--- config.mk ---
export PLATFORM = sky130hd
export DESIGN_NAME = irq_status_agg
export DESIGN_NICKNAME = d
export VERILOG_FILES = /design/src/rtl/irq_agg_pkg.sv /design/src/rtl/irq_addr_decode.sv /design/src/rtl/irq_edge_detect.sv /design/src/rtl/irq_status_group.sv /design/src/rtl/irq_status_agg.sv
export SDC_FILE = /design/constraint.sdc
export NUM_CORES = 1
export LEC_CHECK = 0
export BUFFER_PORTS_ARGS = -buffer_cell sky130_fd_sc_hd__buf_2
export CORE_AREA = 3 3 148 150
export DETAILED_ROUTE_END_ITERATION = 16
export DIE_AREA = 0 0 151 153
export PLACE_DENSITY = 0.72
export SLEW_MARGIN = 30
export SYNTH_ARGS = -nofsm -noshare
export SYNTH_HDL_FRONTEND = slang
export SYNTH_HIERARCHICAL = 1
export SYNTH_SLANG_ARGS = --single-unit
--- constraint.sdc ---
create_clock -name clk -period 5.98 [get_ports clk]
set_input_delay 0.299 -clock clk [delete_from_list [all_inputs] [get_ports clk]]
set_output_delay 0.299 -clock clk [all_outputs]
set_load 0.02 [all_outputs]
--- src/rtl/irq_agg_pkg.sv ---
package irq_agg_pkg;
   typedef enum logic [1:0] {
      SEL_NONE = 2'd0,
      SEL_STAT = 2'd1,
      SEL_EN   = 2'd2,
      SEL_MIR  = 2'd3
   } sel_kind_e;
endpackage

--- src/rtl/irq_addr_decode.sv ---
module irq_addr_decode
   import irq_agg_pkg::*;
#(
   parameter int ADDR_W    = 12,
   parameter int NUM_GRP   = 8,
   parameter int IDX_W     = 3,
   parameter int STAT_BASE = 'h004,
   parameter int EN_BASE   = 'h014,
   parameter int MIR_ADDR  = 'h010
) (
   input  logic [ADDR_W-1:0] addr,
   output sel_kind_e         kind,
   output logic [IDX_W-1:0]  idx
);
   localparam logic [ADDR_W-1:0] STAT_LO = ADDR_W'(STAT_BASE);
   localparam logic [ADDR_W-1:0] EN_LO   = ADDR_W'(EN_BASE);
   localparam logic [ADDR_W-1:0] MIR_A   = ADDR_W'(MIR_ADDR);
   localparam logic [ADDR_W-1:0] SPAN    = ADDR_W'(NUM_GRP);

   logic [ADDR_W-1:0] stat_off;
   logic [ADDR_W-1:0] en_off;

   assign stat_off = addr - STAT_LO;
   assign en_off   = addr - EN_LO;

   always_comb begin
      kind = SEL_NONE;
      idx  = '0;
      if (stat_off < SPAN) begin
         kind = SEL_STAT;
         idx  = stat_off[IDX_W-1:0];
      end else if (en_off < SPAN) begin
         kind = SEL_EN;
         idx  = en_off[IDX_W-1:0];
      end else if (addr == MIR_A) begin
         kind = SEL_MIR;
      end
   end
endmodule

--- src/rtl/irq_edge_detect.sv ---
module irq_edge_detect #(
   parameter int             W         = 8,
   parameter logic [W-1:0]   DUAL_MASK = '0
) (
   input  logic         clk,
   input  logic         rst_n,
   input  logic [W-1:0] raw,
   output logic [W-1:0] evt
);
   logic [W-1:0] prev_q;

   always_ff @(posedge clk) begin
      if (!rst_n) prev_q <= '0;
      else        prev_q <= raw;
   end

   for (genvar i = 0; i < W; i++) begin : g_bit
      if (DUAL_MASK[i]) begin : g_dual
         assign evt[i] = raw[i] ^ prev_q[i];
      end else begin : g_rise
         assign evt[i] = raw[i] & ~prev_q[i];
      end
   end
endmodule

--- src/rtl/irq_status_group.sv ---
module irq_status_group #(
   parameter int W = 8
) (
   input  logic         clk,
   input  logic         rst_n,
   input  logic [W-1:0] evt,
   input  logic         clr,
   input  logic         en_wr,
   input  logic [W-1:0] wdata,
   output logic [W-1:0] stat_q,
   output logic [W-1:0] en_q,
   output logic         pend_any
);
   logic [W-1:0] pend_q;

   always_ff @(posedge clk) begin
      if (!rst_n) begin
         stat_q <= '0;
         pend_q <= '0;
         en_q   <= '0;
      end else begin
         stat_q <= (clr ? '0 : stat_q) | evt;
         pend_q <= (clr ? '0 : pend_q) | (evt & en_q);
         if (en_wr) en_q <= wdata;
      end
   end

   assign pend_any = |pend_q;

   assert_hold_R1: assert property (@(posedge clk) disable iff (!rst_n)
      !clr |=> ((stat_q & $past(stat_q)) == $past(stat_q)));

   assert_clear_R2: assert property (@(posedge clk) disable iff (!rst_n)
      (clr && evt == '0) |=> (stat_q == '0 && !pend_any));

   assert_pend_en_R6: assert property (@(posedge clk) disable iff (!rst_n)
      1'b1 |=> ((pend_q & ~$past(pend_q) & ~$past(en_q)) == '0));

   assert_summary_R7: assert property (@(posedge clk) disable iff (!rst_n)
      (|(evt & en_q)) |=> pend_any);

   assert_no_loss_R8: assert property (@(posedge clk) disable iff (!rst_n)
      (|evt) |=> ((stat_q & $past(evt)) == $past(evt)));
endmodule

--- src/rtl/irq_status_agg.sv ---
module irq_status_agg
   import irq_agg_pkg::*;
#(
   parameter int NUM_GRP   = 8,
   parameter int GRP_W     = 8,
   parameter int ADDR_W    = 12,
   parameter int STAT_BASE = 'h004,
   parameter int EN_BASE   = 'h014,
   parameter int MIR_ADDR  = 'h010,
   parameter logic [NUM_GRP*GRP_W-1:0] DUAL_EDGE_MASK = '0
) (
   input  logic                     clk,
   input  logic                     rst_n,
   input  logic [NUM_GRP*GRP_W-1:0] raw_stat,
   input  logic [ADDR_W-1:0]        bus_addr,
   input  logic                     bus_rd,
   input  logic                     bus_wr,
   input  logic [GRP_W-1:0]         bus_wdata,
   output logic [GRP_W-1:0]         bus_rdata,
   output logic                     irq_n
);
   localparam int IDX_W = (NUM_GRP > 1) ? $clog2(NUM_GRP) : 1;
   localparam int TOT_W = NUM_GRP * GRP_W;

   if (NUM_GRP < 1 || GRP_W < 1) begin : g_chk_size
      $error("irq_status_agg: NUM_GRP and GRP_W must be positive");
   end
   if (NUM_GRP > GRP_W) begin : g_chk_mir
      $error("irq_status_agg: summary register must fit in GRP_W bits");
   end
   if (EN_BASE + NUM_GRP > (1 << ADDR_W) || STAT_BASE + NUM_GRP > (1 << ADDR_W)) begin : g_chk_addr
      $error("irq_status_agg: address map exceeds ADDR_W");
   end
   if (!(STAT_BASE + NUM_GRP <= EN_BASE || EN_BASE + NUM_GRP <= STAT_BASE)) begin : g_chk_ovl
      $error("irq_status_agg: status and enable blocks overlap");
   end

   sel_kind_e        kind;
   logic [IDX_W-1:0] idx;
   logic [TOT_W-1:0] evt_all;
   logic [TOT_W-1:0] en_all;
   logic [GRP_W-1:0] stat_a [NUM_GRP];
   logic [GRP_W-1:0] en_a   [NUM_GRP];
   logic [NUM_GRP-1:0] mir;

   irq_addr_decode #(
      .ADDR_W(ADDR_W), .NUM_GRP(NUM_GRP), .IDX_W(IDX_W),
      .STAT_BASE(STAT_BASE), .EN_BASE(EN_BASE), .MIR_ADDR(MIR_ADDR)
   ) dec_i (
      .addr(bus_addr), .kind(kind), .idx(idx)
   );

   irq_edge_detect #(
      .W(TOT_W), .DUAL_MASK(DUAL_EDGE_MASK)
   ) edge_i (
      .clk(clk), .rst_n(rst_n), .raw(raw_stat), .evt(evt_all)
   );

   for (genvar g = 0; g < NUM_GRP; g++) begin : g_grp
      logic hit;
      assign hit = (idx == IDX_W'(g));

      irq_status_group #(.W(GRP_W)) grp_i (
         .clk     (clk),
         .rst_n   (rst_n),
         .evt     (evt_all[g*GRP_W +: GRP_W]),
         .clr     (bus_rd && kind == SEL_STAT && hit),
         .en_wr   (bus_wr && kind == SEL_EN && hit),
         .wdata   (bus_wdata),
         .stat_q  (stat_a[g]),
         .en_q    (en_a[g]),
         .pend_any(mir[g])
      );
      assign en_all[g*GRP_W +: GRP_W] = en_a[g];
   end

   always_comb begin
      unique case (kind)
         SEL_STAT: bus_rdata = stat_a[idx];
         SEL_EN:   bus_rdata = en_a[idx];
         SEL_MIR:  bus_rdata = GRP_W'(mir);
         default:  bus_rdata = '0;
      endcase
   end

   assign irq_n = ~(|mir);

   assert_irq_R7: assert property (@(posedge clk) disable iff (!rst_n)
      (|(evt_all & en_all)) |=> !irq_n);

   assert_one_strobe_R2: assert property (@(posedge clk) disable iff (!rst_n)
      (kind == SEL_NONE) |-> (bus_rdata == '0));
endmodule

=== Yosys cells after proc, flatten, opt, wreduce, memory -nomap -nowiden ===
Cells that the tools add are included.

* Input bits: 88
* Logic and storage cells: 251
* Bits in registers: 256

* Bitwise gates (word level): 154
* Magnitude comparators: 3
* Add/sub/neg operators: 2
* Multiplexer cells: 28
* Equality and inequality tests: 11
* Reduce and logical (&&, ||, !) cells: 28

{| class="wikitable"
|+ Operator list
! cell !! number
|-
| $mux W8 || 20
|-
| $or A8 B8 Y8 || 16
|-
| $not A1 Y1 || 65
|-
| $and A1 B1 Y1 || 64
|-
| $and A8 B8 Y8 || 8
|-
| $reduce_or A64 Y1 || 1
|-
| $reduce_or A8 Y1 || 8
|-
| $bmux W8 S3 || 2
|-
| $lt A12 B4 Y1 const B || 2
|-
| $pmux W8 S3 || 1
|-
| $logic_and A1 B1 Y1 || 18
|-
| $eq A12 B5 Y1 const B || 1
|-
| $eq A3 B3 Y1 const B || 4
|-
| $sub A12 B3 Y12 const B || 1
|-
| $sub A12 B5 Y12 const B || 1
|-
| $eq A3 B2 Y1 const B || 2
|-
| $mux W2 || 3
|-
| $mux W3 || 2
|-
| $eq A2 B2 Y1 const B || 2
|-
| $ge A4 B4 Y1 const B || 1
|-
| $not A3 Y4 || 1
|-
| $eq A3 B1 Y1 const B || 1
|-
| $logic_not A3 Y1 || 1
|-
| $eq A2 B1 Y1 const B || 1
|}

=== Depth between registers and ports, before layout ===
* Word-level depth: 9
* Mapped depth: 15
* Mapped depth without buffers: 12

=== Cells and area by module ===
The synthesis kept the hierarchy.

{| class="wikitable"
|+ By module, submodules not included
! module !! area an instance (um^2) !! seq. area each (um^2) !! cells each !! times used
|-
| irq_status_group || 920.9 || 480.5 || 87 || 8
|-
| irq_edge_detect || 2160.8 || 1281.2 || 199 || 1
|-
| irq_status_agg || 1323.8 || 0.0 || 173 || 1
|-
| irq_addr_decode || 230.2 || 0.0 || 35 || 1
|}

=== Worst setup path after synthesis ===
Ideal clock, no wire load.

* Path kind: input to output
* Start: in bus_addr[6]
* End: out bus_rdata[5]
* Required time: 5.681 ns
* Path buffers: 2
* Arrival time: 2.631 ns
* Cell stages on the path: 10
* Path slack: 3.050 ns
* Cells stage by stage: or4_4 a2111oi_4 xnor2_1 a32oi_1 nor2b_1 buf_6 buf_6 mux4_2 o211ai_1 nand3_1

* Cells in the longest elaborated chain, start to end: 9

{| class="wikitable"
|+ RTL lines
! element !! line !! text
|-
| start, declared || irq_status_agg.sv:15 || <nowiki>input logic [ADDR_W-1:0] bus_addr,</nowiki>
|-
| $sub A12 B5 Y12 || irq_addr_decode.sv:24 || <nowiki>assign en_off = addr - EN_LO;</nowiki>
|-
| $lt A12 B4 Y1 || irq_addr_decode.sv:32 || <nowiki>end else if (en_off < SPAN) begin</nowiki>
|-
| $mux W3 || irq_addr_decode.sv:32 ||
|-
| $mux W3 * || irq_addr_decode.sv:29 || <nowiki>if (stat_off < SPAN) begin</nowiki>
|-
| via idx[1] || irq_status_agg.sv:39 || <nowiki>logic [IDX_W-1:0] idx;</nowiki>
|-
| $not A3 Y4 (not written as such) * || irq_status_agg.sv:79, irq_status_agg.sv:80 ||
|-
| $bmux W8 S3, on equally long branches || irq_status_agg.sv:80, irq_status_agg.sv:79 ||
|-
| $mux W8, on equally long branches (2 in a row) || irq_status_agg.sv:80, irq_status_agg.sv:79 ||
|-
| $pmux W8 S3 * || irq_status_agg.sv:78 || <nowiki>unique case (kind)</nowiki>
|-
| end, declared || irq_status_agg.sv:19 || <nowiki>output logic [GRP_W-1:0] bus_rdata,</nowiki>
|}

The timed path passes the listed nets; every way through them passes the cells marked *. The select of a mux whose other input is x is not followed.

=== Final worst setup path ===
* Start: in bus_addr[6]
* End: out bus_rdata[7]

The elaborated chain is that of the path after synthesis.

==> summary.txt <==
status -> completed
syn_area_per_cell -> 10.0 um^2
Placer Congestion -> 0.868
antenna violations before repair -> 1
clk_skew -> 0.0116 ns
Worst-Margin Slew -> 0.987 ns
largest net degree at the start of global routing -> 148
first drt pass iteration count -> 9
Num Clock Sinks -> 256
total die area -> 0.0231 mm^2
Initial Utilization -> 53.2%
Post-synth top flop -> dfxtp_1
Ys Warns -> 6
Resize count post-CTS -> 0
pins over their slew limit -> 0
DP HPWL -> 18.9 mm
Post-synth top cells -> dfxtp_1, nor2b_1, mux2i_1
Die Height -> 153 um
Residual DRC -> 0
CP Data Required Time -> 5.68 ns
die span in x -> 151 um
synth-to-layout area growth -> 18.5%
final hold vios -> 0
Yosys cell types -> 38
ANT nets after route -> 0
final critical-path required period -> 4.13 ns
routed vias -> 8108
first-pass GRT wire length -> 42.9 mm
layout cell share with drive strength beyond 1 -> 16.7%
clock root cell -> clkbuf_16
clk_lat worst skew -> 0.53 ns
setup repair after global routing missed its margin -> false
clock buffer count from CTS -> 27
ant diodes -> 0
final wirelength -> 27.4 mm
Startpoint Class -> input pin
global route total overflow -> 0
sequential-to-total area share from yosys stat -> 46.2%
Hold Path Class -> in2reg
min-delay src -> bus_wdata[2]
CP max FO -> 13
Mapped Cells -> 1103
H-tree depth -> 1
Leak Pwr -> 4.84 nW
async set-reset flop share out of synthesis -> 0%
num rows -> 53
Final setup viols -> 0
Power Density -> 281 mW/mm^2
vias in the first global route -> 8021
#FFs+latches synth -> 256
I/O pin count -> 97
placed cell area -> 0.0116 mm^2
Synth area leader -> dfxtp_1
hold buffer count at CTS -> 64
Tcrit/Tclk final -> 69.1%
CTS max path bufs -> 3
gr usage total -> 23.4%
critical path endpoint category -> output pin
top cells by area, synth -> dfxtp_1, mux2i_1, nor2b_1
Clock transition at path regs -> 0.06 ns
maximum vdd drop -> 0.211 mV
Slew Limit Headroom -> 33.9%
syn_nets -> 1192
EDFF count, synth -> 0
setup_tns -> 0 ns
Setup Buffers After CTS -> 0
initial detailed-routing violation count -> 527
top-area cell type share of the netlist area -> 46.2%
PortBufs -> 96
DR WL/cell -> 17.8 um
# Max-Cap Violations -> 0
synthesized area -> 0.0111 mm^2
Arr. time, crit path -> 3.83 ns
Final Cell Area -> 0.0131 mm^2
Via density -> 5.26
final net count -> 1334
core area -> 0.0208 mm^2
crit path launch -> bus_addr[6]
final core utilization -> 63.1%
Fmax achieved -> 242 MHz
RR Startpoint -> edge_i/prev_q[59]$_SDFF_PN0_
most frequent cell after synthesis -> dfxtp_1
CTS tree -> yes
critical path type -> in2out
cells in the final DEF (no fill, tap or decap), types with 2 or more instances in the layout:
cell | netlist | routed
inv_1 | 2 | 2
nand3_1 | 6 | 6
mux4_2 | 2 | 2
nand3b_1 | 2 | 2
mux4_1 | 2 | 2
a32oi_1 | 7 | 7
nand2_1 | 101 | 101
nor2_2 | 0 | 2
clkbuf_16 | 0 | 27
and2b_2 | 48 | 48
clkbuf_1 | 5 | 3
nand2b_1 | 66 | 66
nor2_1 | 17 | 15
clkinv_2 | 0 | 6
buf_4 | 11 | 8
nor2b_1 | 152 | 150
nor4_1 | 19 | 19
a21boi_1 | 64 | 64
o21ai_0 | 2 | 2
buf_2 | 21 | 95
o21a_1 | 64 | 64
dfxtp_1 | 256 | 256
nor3_1 | 6 | 6
inv_6 | 0 | 2
mux2i_1 | 120 | 120
dlygate4sd3_1 | 0 | 64
and2_1 | 67 | 67
o211ai_1 | 2 | 2
a22oi_1 | 21 | 21
nand4_1 | 7 | 7
or4_1 | 2 | 2
clkbuf_8 | 0 | 9
final timing paths:
| check | end | slack (ns) | depth (start not counted) |
|---|---|---|---|
| setup / recovery | bus_rdata[7] | 1.85 | 11 |
| hold reg to reg | g_grp[0].grp_i/pend_q[4]$_SDFF_PN0_ | 0.47 | 2 |
| setup reg to reg | g_grp[7].grp_i/pend_q[3]$_SDFF_PN0_ | 5.12 | 3 |
| hold / removal | g_grp[3].grp_i/en_q[2]$_SDFFE_PN0P_ | 0.20 | 3 |
report_power, final:
group / switching [W] / internal, W / leakage (nW)
logic: 0.000111 / 0.000136 / 2.29
clock network: 0.000675 / 0.000983 / 0.448
registers: 0.0000281 / 0.00176 / 2.10
critical path: stages:
cell	delay (ns)
buf_2	0.12
or4_4	0.56
a2111oi_4	0.21
xnor2_1	0.18
a32oi_1	0.21
nor2_1	0.71
nor2b_1	0.78
a22oi_1	0.16
a32oi_1	0.28
nand2_1	0.13
buf_2	0.18
through the flow:
stage                     total power (W)  hold slack, ns  instances  setup WS, ns
after detailed placement          0.00204           0.459       1427          1.83
after global placement            0.00204           0.456       1425          1.78
after global routing              0.00382           0.196       1540          1.56
after floorplan                   0.00195           0.421       1103          3.05
final                             0.00370           0.201       1540          1.85
after CTS                         0.00372           0.189       1540          1.91
layer usage:
layer,track usage (%),wire length (um),up-vias
met5,0,13,-
met2,37.5,12400,230
li1,-,-,4014
met1,32.5,12600,3795
met3,3.56,1440,67
met4,7.60,1000,2
registers in the layout, indices dropped and copies added, names as in the netlist:
name and count:
g_grp.grp_i/pend_q 64, g_grp.grp_i/stat_q 64, g_grp.grp_i/en_q 64, edge_i/prev_q 64
area by class of cell:
type,count,area [um^2]
fillers,1795,7690
multi-input cells,788,5530
flip-flops and latches,256,5120
repair buffers,170,1230
clock buffers,39,811
well taps,275,344
clock inverters,10,85.1
inverters,2,7.51
kinds of logic after synthesis:
group	Yosys count	share of synthesized area (%)
AND/OR/NAND/NOR	496	26.4
flip-flops	256	46.2
AO/OA/AOI/OAI	165	11.4
multiplexers	125	11.8
buffers and inverters	59	3.96
XOR/XNOR	1	0.0790
adder cells (fa/ha/maj)	1	0.113
Power figures use the tool's default switching activity.
